$ cat src/rtl/bb_pkg.sv
package bb_pkg;

  localparam int WORD_W    = 32;
  localparam int BIT_IDX_W = $clog2(WORD_W);
  localparam int ALIAS_STRIDE_SHIFT = 2;                      // 4 bytes per alias word
  localparam int ALIAS_WORD_SHIFT   = BIT_IDX_W + ALIAS_STRIDE_SHIFT; // 128 bytes per target word

  typedef enum logic [1:0] {
    ACC_DIRECT = 2'd0,
    ACC_ALIAS  = 2'd1,
    ACC_BAD    = 2'd2
  } acc_kind_e;

  typedef enum logic [2:0] {
    ST_IDLE    = 3'd0,
    ST_RD_REQ  = 3'd1,
    ST_RD_WAIT = 3'd2,
    ST_WR_REQ  = 3'd3,
    ST_RSP     = 3'd4
  } bb_state_e;

endpackage

$ cat src/rtl/bb_decode.sv
module bb_decode
  import bb_pkg::*;
#(
  parameter int                ADDR_W       = 32,
  parameter logic [ADDR_W-1:0] DIRECT_BASE  = 'h4000_0000,
  parameter int                DIRECT_WORDS = 64,
  parameter logic [ADDR_W-1:0] ALIAS_BASE   = 'h4200_0000
) (
  input  logic [ADDR_W-1:0]    addr,
  output acc_kind_e            kind,
  output logic [ADDR_W-1:0]    word_addr,
  output logic [BIT_IDX_W-1:0] bit_idx
);

  localparam int DIRECT_BYTES = DIRECT_WORDS * (WORD_W / 8);
  localparam int ALIAS_BYTES  = DIRECT_BYTES * WORD_W;

  localparam logic [ADDR_W:0] D_LO = {1'b0, DIRECT_BASE};
  localparam logic [ADDR_W:0] D_HI = D_LO + (ADDR_W+1)'(DIRECT_BYTES);
  localparam logic [ADDR_W:0] A_LO = {1'b0, ALIAS_BASE};
  localparam logic [ADDR_W:0] A_HI = A_LO + (ADDR_W+1)'(ALIAS_BYTES);

  logic [ADDR_W:0]   addr_ext;
  logic              in_direct;
  logic              in_alias;
  logic [ADDR_W-1:0] alias_off;
  logic [ADDR_W-1:0] alias_word_off;
  logic [1:0]        unused_low_bits;

  assign addr_ext  = {1'b0, addr};
  assign in_direct = (addr_ext >= D_LO) && (addr_ext < D_HI);
  assign in_alias  = (addr_ext >= A_LO) && (addr_ext < A_HI);

  // offset into the alias window; bits [1:0] select a byte of the alias word and are ignored
  assign alias_off       = addr - ALIAS_BASE;
  assign unused_low_bits = alias_off[1:0];
  assign alias_word_off  = (alias_off >> ALIAS_WORD_SHIFT) << ALIAS_STRIDE_SHIFT;

  always_comb begin
    kind      = ACC_BAD;
    word_addr = '0;
    bit_idx   = '0;
    if (in_direct) begin
      kind      = ACC_DIRECT;
      word_addr = {addr[ADDR_W-1:2], 2'b00};
    end else if (in_alias) begin
      kind      = ACC_ALIAS;
      word_addr = DIRECT_BASE + alias_word_off;
      bit_idx   = alias_off[ALIAS_WORD_SHIFT-1:ALIAS_STRIDE_SHIFT];
    end
  end

endmodule

$ cat src/rtl/bb_bitmerge.sv
module bb_bitmerge
  import bb_pkg::*;
(
  input  logic [WORD_W-1:0]    word_in,
  input  logic [BIT_IDX_W-1:0] sel,
  input  logic                 new_val,
  output logic [WORD_W-1:0]    word_out,
  output logic                 picked
);

  logic [WORD_W-1:0] sel_dec;
  logic [WORD_W-1:0] hit_bits;

  for (genvar i = 0; i < WORD_W; i++) begin : g_bit
    assign sel_dec[i]  = (sel == BIT_IDX_W'(i));
    assign word_out[i] = sel_dec[i] ? new_val : word_in[i];
    assign hit_bits[i] = sel_dec[i] & word_in[i];
  end

  assign picked = |hit_bits;

endmodule

$ cat src/rtl/bb_ctrl.sv
module bb_ctrl
  import bb_pkg::*;
#(
  parameter int ADDR_W = 32
) (
  input  logic                 clk,
  input  logic                 rst_n,
  // upstream request
  input  logic                 up_req_valid,
  output logic                 up_req_ready,
  input  logic                 up_req_write,
  input  logic [WORD_W-1:0]    up_req_wdata,
  // decode of the request address
  input  acc_kind_e            dec_kind,
  input  logic [ADDR_W-1:0]    dec_word_addr,
  input  logic [BIT_IDX_W-1:0] dec_bit_idx,
  // upstream response
  output logic                 up_rsp_valid,
  input  logic                 up_rsp_ready,
  output logic [WORD_W-1:0]    up_rsp_rdata,
  output logic                 up_rsp_err,
  // downstream request
  output logic                 dn_req_valid,
  input  logic                 dn_req_ready,
  output logic                 dn_req_write,
  output logic [ADDR_W-1:0]    dn_req_addr,
  output logic [WORD_W-1:0]    dn_req_wdata,
  // downstream read response
  input  logic                 dn_rsp_valid,
  input  logic [WORD_W-1:0]    dn_rsp_rdata,
  // bit merge
  output logic [BIT_IDX_W-1:0] cur_bit_idx,
  output logic                 cur_bit_val,
  input  logic [WORD_W-1:0]    merged_word,
  input  logic                 picked_bit
);

  bb_state_e         state_q;
  acc_kind_e         kind_q;
  logic              write_q;
  logic [ADDR_W-1:0] addr_q;
  logic [WORD_W-1:0] wdata_q;
  logic [WORD_W-1:0] rdata_q;
  logic              err_q;
  logic              up_fire;

  assign up_req_ready = (state_q == ST_IDLE);
  assign up_fire      = up_req_valid && up_req_ready;

  assign dn_req_valid = (state_q == ST_RD_REQ) || (state_q == ST_WR_REQ);
  assign dn_req_write = (state_q == ST_WR_REQ);
  assign dn_req_addr  = addr_q;
  assign dn_req_wdata = wdata_q;

  assign up_rsp_valid = (state_q == ST_RSP);
  assign up_rsp_rdata = rdata_q;
  assign up_rsp_err   = err_q;

  always_ff @(posedge clk or negedge rst_n) begin
    if (!rst_n) begin
      state_q     <= ST_IDLE;
      kind_q      <= ACC_DIRECT;
      write_q     <= 1'b0;
      addr_q      <= '0;
      wdata_q     <= '0;
      rdata_q     <= '0;
      err_q       <= 1'b0;
      cur_bit_idx <= '0;
      cur_bit_val <= 1'b0;
    end else begin
      unique case (state_q)
        ST_IDLE: begin
          if (up_fire) begin
            kind_q      <= dec_kind;
            write_q     <= up_req_write;
            addr_q      <= dec_word_addr;
            wdata_q     <= up_req_wdata;
            rdata_q     <= '0;
            err_q       <= (dec_kind == ACC_BAD);
            cur_bit_idx <= dec_bit_idx;
            cur_bit_val <= up_req_wdata[0];
            if (dec_kind == ACC_BAD)
              state_q <= ST_RSP;
            else if (dec_kind == ACC_DIRECT && up_req_write)
              state_q <= ST_WR_REQ;
            else
              state_q <= ST_RD_REQ;
          end
        end
        ST_RD_REQ: begin
          if (dn_req_ready) state_q <= ST_RD_WAIT;
        end
        ST_RD_WAIT: begin
          if (dn_rsp_valid) begin
            if (kind_q == ACC_ALIAS) begin
              if (write_q) begin
                wdata_q <= merged_word;
                state_q <= ST_WR_REQ;
              end else begin
                rdata_q <= {{(WORD_W-1){1'b0}}, picked_bit};
                state_q <= ST_RSP;
              end
            end else begin
              rdata_q <= dn_rsp_rdata;
              state_q <= ST_RSP;
            end
          end
        end
        ST_WR_REQ: begin
          if (dn_req_ready) state_q <= ST_RSP;
        end
        ST_RSP: begin
          if (up_rsp_ready) state_q <= ST_IDLE;
        end
        default: state_q <= ST_IDLE;
      endcase
    end
  end

endmodule

$ cat src/rtl/bitband_bridge.sv
module bitband_bridge
  import bb_pkg::*;
#(
  parameter int                ADDR_W       = 32,
  parameter logic [ADDR_W-1:0] DIRECT_BASE  = 'h4000_0000,
  parameter int                DIRECT_WORDS = 64,
  parameter logic [ADDR_W-1:0] ALIAS_BASE   = 'h4200_0000
) (
  input  logic              clk,
  input  logic              rst_n,
  input  logic              up_req_valid,
  output logic              up_req_ready,
  input  logic              up_req_write,
  input  logic [ADDR_W-1:0] up_req_addr,
  input  logic [31:0]       up_req_wdata,
  output logic              up_rsp_valid,
  input  logic              up_rsp_ready,
  output logic [31:0]       up_rsp_rdata,
  output logic              up_rsp_err,
  output logic              dn_req_valid,
  input  logic              dn_req_ready,
  output logic              dn_req_write,
  output logic [ADDR_W-1:0] dn_req_addr,
  output logic [31:0]       dn_req_wdata,
  input  logic              dn_rsp_valid,
  input  logic [31:0]       dn_rsp_rdata
);

  acc_kind_e            dec_kind;
  logic [ADDR_W-1:0]    dec_word_addr;
  logic [BIT_IDX_W-1:0] dec_bit_idx;
  logic [BIT_IDX_W-1:0] cur_bit_idx;
  logic                 cur_bit_val;
  logic [WORD_W-1:0]    merged_word;
  logic                 picked_bit;

  bb_decode #(
    .ADDR_W      (ADDR_W),
    .DIRECT_BASE (DIRECT_BASE),
    .DIRECT_WORDS(DIRECT_WORDS),
    .ALIAS_BASE  (ALIAS_BASE)
  ) u_decode (
    .addr     (up_req_addr),
    .kind     (dec_kind),
    .word_addr(dec_word_addr),
    .bit_idx  (dec_bit_idx)
  );

  bb_bitmerge u_merge (
    .word_in (dn_rsp_rdata),
    .sel     (cur_bit_idx),
    .new_val (cur_bit_val),
    .word_out(merged_word),
    .picked  (picked_bit)
  );

  bb_ctrl #(
    .ADDR_W(ADDR_W)
  ) u_ctrl (
    .clk          (clk),
    .rst_n        (rst_n),
    .up_req_valid (up_req_valid),
    .up_req_ready (up_req_ready),
    .up_req_write (up_req_write),
    .up_req_wdata (up_req_wdata),
    .dec_kind     (dec_kind),
    .dec_word_addr(dec_word_addr),
    .dec_bit_idx  (dec_bit_idx),
    .up_rsp_valid (up_rsp_valid),
    .up_rsp_ready (up_rsp_ready),
    .up_rsp_rdata (up_rsp_rdata),
    .up_rsp_err   (up_rsp_err),
    .dn_req_valid (dn_req_valid),
    .dn_req_ready (dn_req_ready),
    .dn_req_write (dn_req_write),
    .dn_req_addr  (dn_req_addr),
    .dn_req_wdata (dn_req_wdata),
    .dn_rsp_valid (dn_rsp_valid),
    .dn_rsp_rdata (dn_rsp_rdata),
    .cur_bit_idx  (cur_bit_idx),
    .cur_bit_val  (cur_bit_val),
    .merged_word  (merged_word),
    .picked_bit   (picked_bit)
  );

endmodule

$ cat config.mk
export PLATFORM = sky130hd
export DESIGN_NAME = bitband_bridge
export DESIGN_NICKNAME = d
export VERILOG_FILES = /design/src/rtl/bb_pkg.sv /design/src/rtl/bb_decode.sv /design/src/rtl/bb_bitmerge.sv /design/src/rtl/bb_ctrl.sv /design/src/rtl/bitband_bridge.sv
export SDC_FILE = /design/constraint.sdc
export NUM_CORES = 1
export LEC_CHECK = 0
export BUFFER_PORTS_ARGS = -buffer_cell sky130_fd_sc_hd__buf_4
export CORE_MARGIN = 8
export CORE_UTILIZATION = 30
export DETAILED_ROUTE_END_ITERATION = 16
export PLACE_DENSITY = 0.54
export SETUP_SLACK_MARGIN = 0.3
export SLEW_MARGIN = 10
export SYNTH_ARGS = -nofsm -noshare
export SYNTH_HDL_FRONTEND = slang
export SYNTH_SLANG_ARGS = --single-unit
$ cat constraint.sdc
create_clock -name clk -period 2.75 [get_ports clk]
set_input_delay 0 -clock clk [delete_from_list [all_inputs] [get_ports clk]]
set_output_delay 0 -clock clk [all_outputs]
set_load 0.01 [all_outputs]
==> results.cfg <==
[place]
finalWeightedCongestion = 0.901
io_buffer_count = 199
dp_hpwl_um = 14800
placed_cell_area_mm2 = 0.00722
place_worst_setup_slack_ps = 673

[timing]
final.setup.tns_ps = 0
timing.final.hold_violations = 0
timing.final.setup_violations = 0
grt_setup_unrepaired = false
period_utilization_post_route_pct = 85.2
worst-slew-pin-transition_ps = 869
clock-skew-final_ps = 4.91
max_clock_freq_mhz = 427
maxSlewHeadroom_pct = 42.1
period_minus_slack_ps = 2340
setup_slack_ps = 408
finalMaxSlewViolations = 0

[cts]
clock-sinks = 106
cts-root-to-sink-buffers = 2
insertion_delay_ps = 360
root_buffer = sky130_fd_sc_hd__clkbuf_16
clock_tree_from_tritoncts = built
cts_buffer_count = 9
clkTransAtPathRegs_ps = 70
cts.htree.levels = 3

[layout]
layout_commonest_cell = sky130_fd_sc_hd__buf_4
nNetsFinal = 944
layout_common_cells = sky130_fd_sc_hd__buf_4 (209), sky130_fd_sc_hd__nand2_1 (131), sky130_fd_sc_hd__dfrtp_1 (105)
drive_gt1_share_pct = 33.3
syn_to_final_growth_pct = 50.4
stdcell_area_mm2 = 0.00834
fill_cells = 1744
utilization_pct = 46.3

[floorplanning]
floorplan.io_pins = 204
die_footprint_mm2 = 0.0231
die_boundary_width_um = 152
fp-row-count = 49
dieHeight_um = 152
initial_cell_density_of_the_core_pct = 30.8
coreArea_mm2 = 0.0180

[detailed_routing]
detailedRoute.firstIterationViolations = 375
met1Wirelength_um = 8450
avgRoutedWirePerCell_um = 18.4
top_signal_layer_used = met4
drtAntennaViolNets = 0
met2_wirelength_um = 9400
vias = 5241
drcViolationCount = 0
vias_per_cell = 4.88
drt_pre_antenna_iters = 5
wl_um = 19700
met3_length_um = 1400

[global_routing]
antenna_found_initial = 1
grt_max_degree = 65
gr-total-overflow = 0
wire_length_of_the_first_global_routing_pass_um = 31100
grt_pass1_vias = 5639
grt_use_total_pct = 16.7

[worst_setup_path]
critPathMaxFanout = 31
reg2reg_from = u_ctrl.state_q[2]
rrSetupSlack_ps = 410
reg2regPathDepth = 7
worst_setup_path_category = register to register
reg2reg_to = u_ctrl.dn_req_addr[5]
timing.critical_path.from_type = register
crit_arrival_ps = 2640
crit_end_category = register
required_ps = 3050

[synthesis]
synth-main-ff-cell = sky130_fd_sc_hd__dfrtp_1
async_flop_share_pct = 100
yosys.area_share.xor_xnor_pct = 0.474
compound_gate_portion_of_the_synthesized_area_pct = 12.6
syn_avg_cell_area_um2 = 9.49
synth-adder-area-share_pct = 0.226
synthesis.area_mm2 = 0.00554
synth-edff-count = 0
synth_top_family_by_area = simple AND/OR/NAND/NOR gates
ys.warnings.count = 0
synthSimpleGateAreaFrac_pct = 20.4
post_synth_inst_count = 584
post_synth_mux_area_share_pct = 13.4
synth_seq_cells = 106
yosysUniqueCellTypes = 58
yosysSeqAreaShare_pct = 47.9

[pwr]
p_leak_nw = 4.01
power_density_mw_per_mm2 = 561
max-vdd-ir-drop_v = 0.000358
power_total_mw = 4.68

[outcome]
outcome = finished, final reports clean

[run]
timing.max_cap.violations = 0

[worst_hold_path]
hp-start = up_req_wdata[1]
worst_hold_path_type = input pin to register
whs_endpoint = u_ctrl.dn_req_wdata[1]
timing.hold.worst_path_depth = 4
[metal layers]
| layer | vias up | global-route usage, % |
|---|---|---|
| met5 | - | 0 |
| met4 | 0 | 5.23 |
| met3 | 27 | 5.87 |
| met2 | 211 | 27.1 |
| met1 | 2481 | 20.3 |
| li1 | 2522 | - |
[state kept, by name, summed over array words and instances (netlist names)]
register and cells:
u_ctrl.dn_req_wdata 32, u_ctrl.kind_q 2, u_ctrl.state_q 3, u_ctrl.up_rsp_rdata 32
u_ctrl.dn_req_addr 30, u_ctrl.cur_bit_val 1, u_ctrl.cur_bit_idx 5, u_ctrl.write_q 1
[metrics by stage]
step,hold slack [ps],instances
2_1_floorplan,-296,585
3_3_place_gp,140,980
3_5_place_dp,158,980
4_1_cts,14.1,1072
5_1_grt,19.1,1075
6_report,9.80,1075
[where the power goes]
| part | switching, mW | internal (mW) |
|---|---|---|
| sequential | 0.167 | 1.76 |
| combinational | 0.603 | 0.701 |
| clock | 0.595 | 0.849 |
[cell type report]
| type | instances | area, µm² | share of cell area (%) |
|---|---|---|---|
| Antenna cell | 1 | 2.50 | 0.0300 |
| Clock buffer | 12 | 256 | 3.08 |
| Clock inverter | 4 | 73.8 | 0.885 |
| Inverter | 17 | 63.8 | 0.765 |
| Multi-Input combinational cell | 418 | 2620 | 31.4 |
| Sequential cell | 106 | 2650 | 31.8 |
| Tap cell | 229 | 287 | 3.44 |
| Timing Repair Buffer | 288 | 2380 | 28.6 |
[kinds of logic after synthesis]
kind of cell             Yosys count
AO/OA/AOI/OAI                    114
XOR/XNOR                           3
adder cells (fa/ha/maj)            1
buffers and inverters             61
flip-flops                       106
multiplexers                      69
other                              1
AND/OR/NAND/NOR                  229
[how the worst max path moves through the flow]
stage | start | to | cells past startpoint | slack, ps
2_1_floorplan | u_ctrl.state_q[0] | u_ctrl.dn_req_addr[7] | 7 | 1090
3_3_place_gp | u_ctrl.cur_bit_idx[1] | u_ctrl.up_rsp_rdata[0] | 5 | 680
3_5_place_dp | u_ctrl.cur_bit_idx[0] | u_ctrl.up_rsp_rdata[0] | 5 | 670
4_1_cts | u_ctrl.state_q[0] | u_ctrl.dn_req_addr[4] | 7 | 320
5_1_grt | u_ctrl.state_q[2] | u_ctrl.dn_req_addr[4] | 6 | 300
6_report | u_ctrl.state_q[2] | u_ctrl.dn_req_addr[5] | 7 | 410
[synthesized netlist by cell type (all sizes together), types with 2 or more instances]
master,instances,share of area [%]
nor2,16,1.1
inv,17,1.2
and3,2,0.23
a222oi,6,1.1
dfrtp,106,48
nand3,6,0.54
o21a,2,0.27
mux2,40,8.1
mux2i,29,5.2
o21ai,71,6.4
o31ai,2,0.27
nor3,10,1.6
a22oi,2,0.27
a32o,2,0.36
xnor2,3,0.47
nand3b,7,0.95
and2,21,2.4
nor2b,2,0.23
nand2,133,9.1
nor3b,7,1.2
o22ai,2,0.23
buf,24,2.6
a31oi,5,0.56
nand4,7,0.79
nand2b,6,0.68
nor4,5,0.56
a22o,6,0.95
a21oi,6,0.61
clkbuf,20,1.4
[critical path, stage by stage (launching register included)]
cell	delay [ps]
sky130_fd_sc_hd__dfrtp_1	490
sky130_fd_sc_hd__nor3_4	370
sky130_fd_sc_hd__nand2_4	150
sky130_fd_sc_hd__buf_6	210
sky130_fd_sc_hd__nor3_4	330
sky130_fd_sc_hd__a222oi_1	120
sky130_fd_sc_hd__inv_1	70
sky130_fd_sc_hd__dlygate4sd3_1	540
[what timing repair did]
| action | in CTS | in global routing |
|---|---|---|
| setup buffers | 0 | 2 |
| hold buffers | 76 | 0 |
| endpoints found under the setup margin | 0 | 2 |
| endpoints found under the hold margin | 139 | 0 |
| gates resized for setup | 0 | 3 |
(Power assumes the default switching activity.)
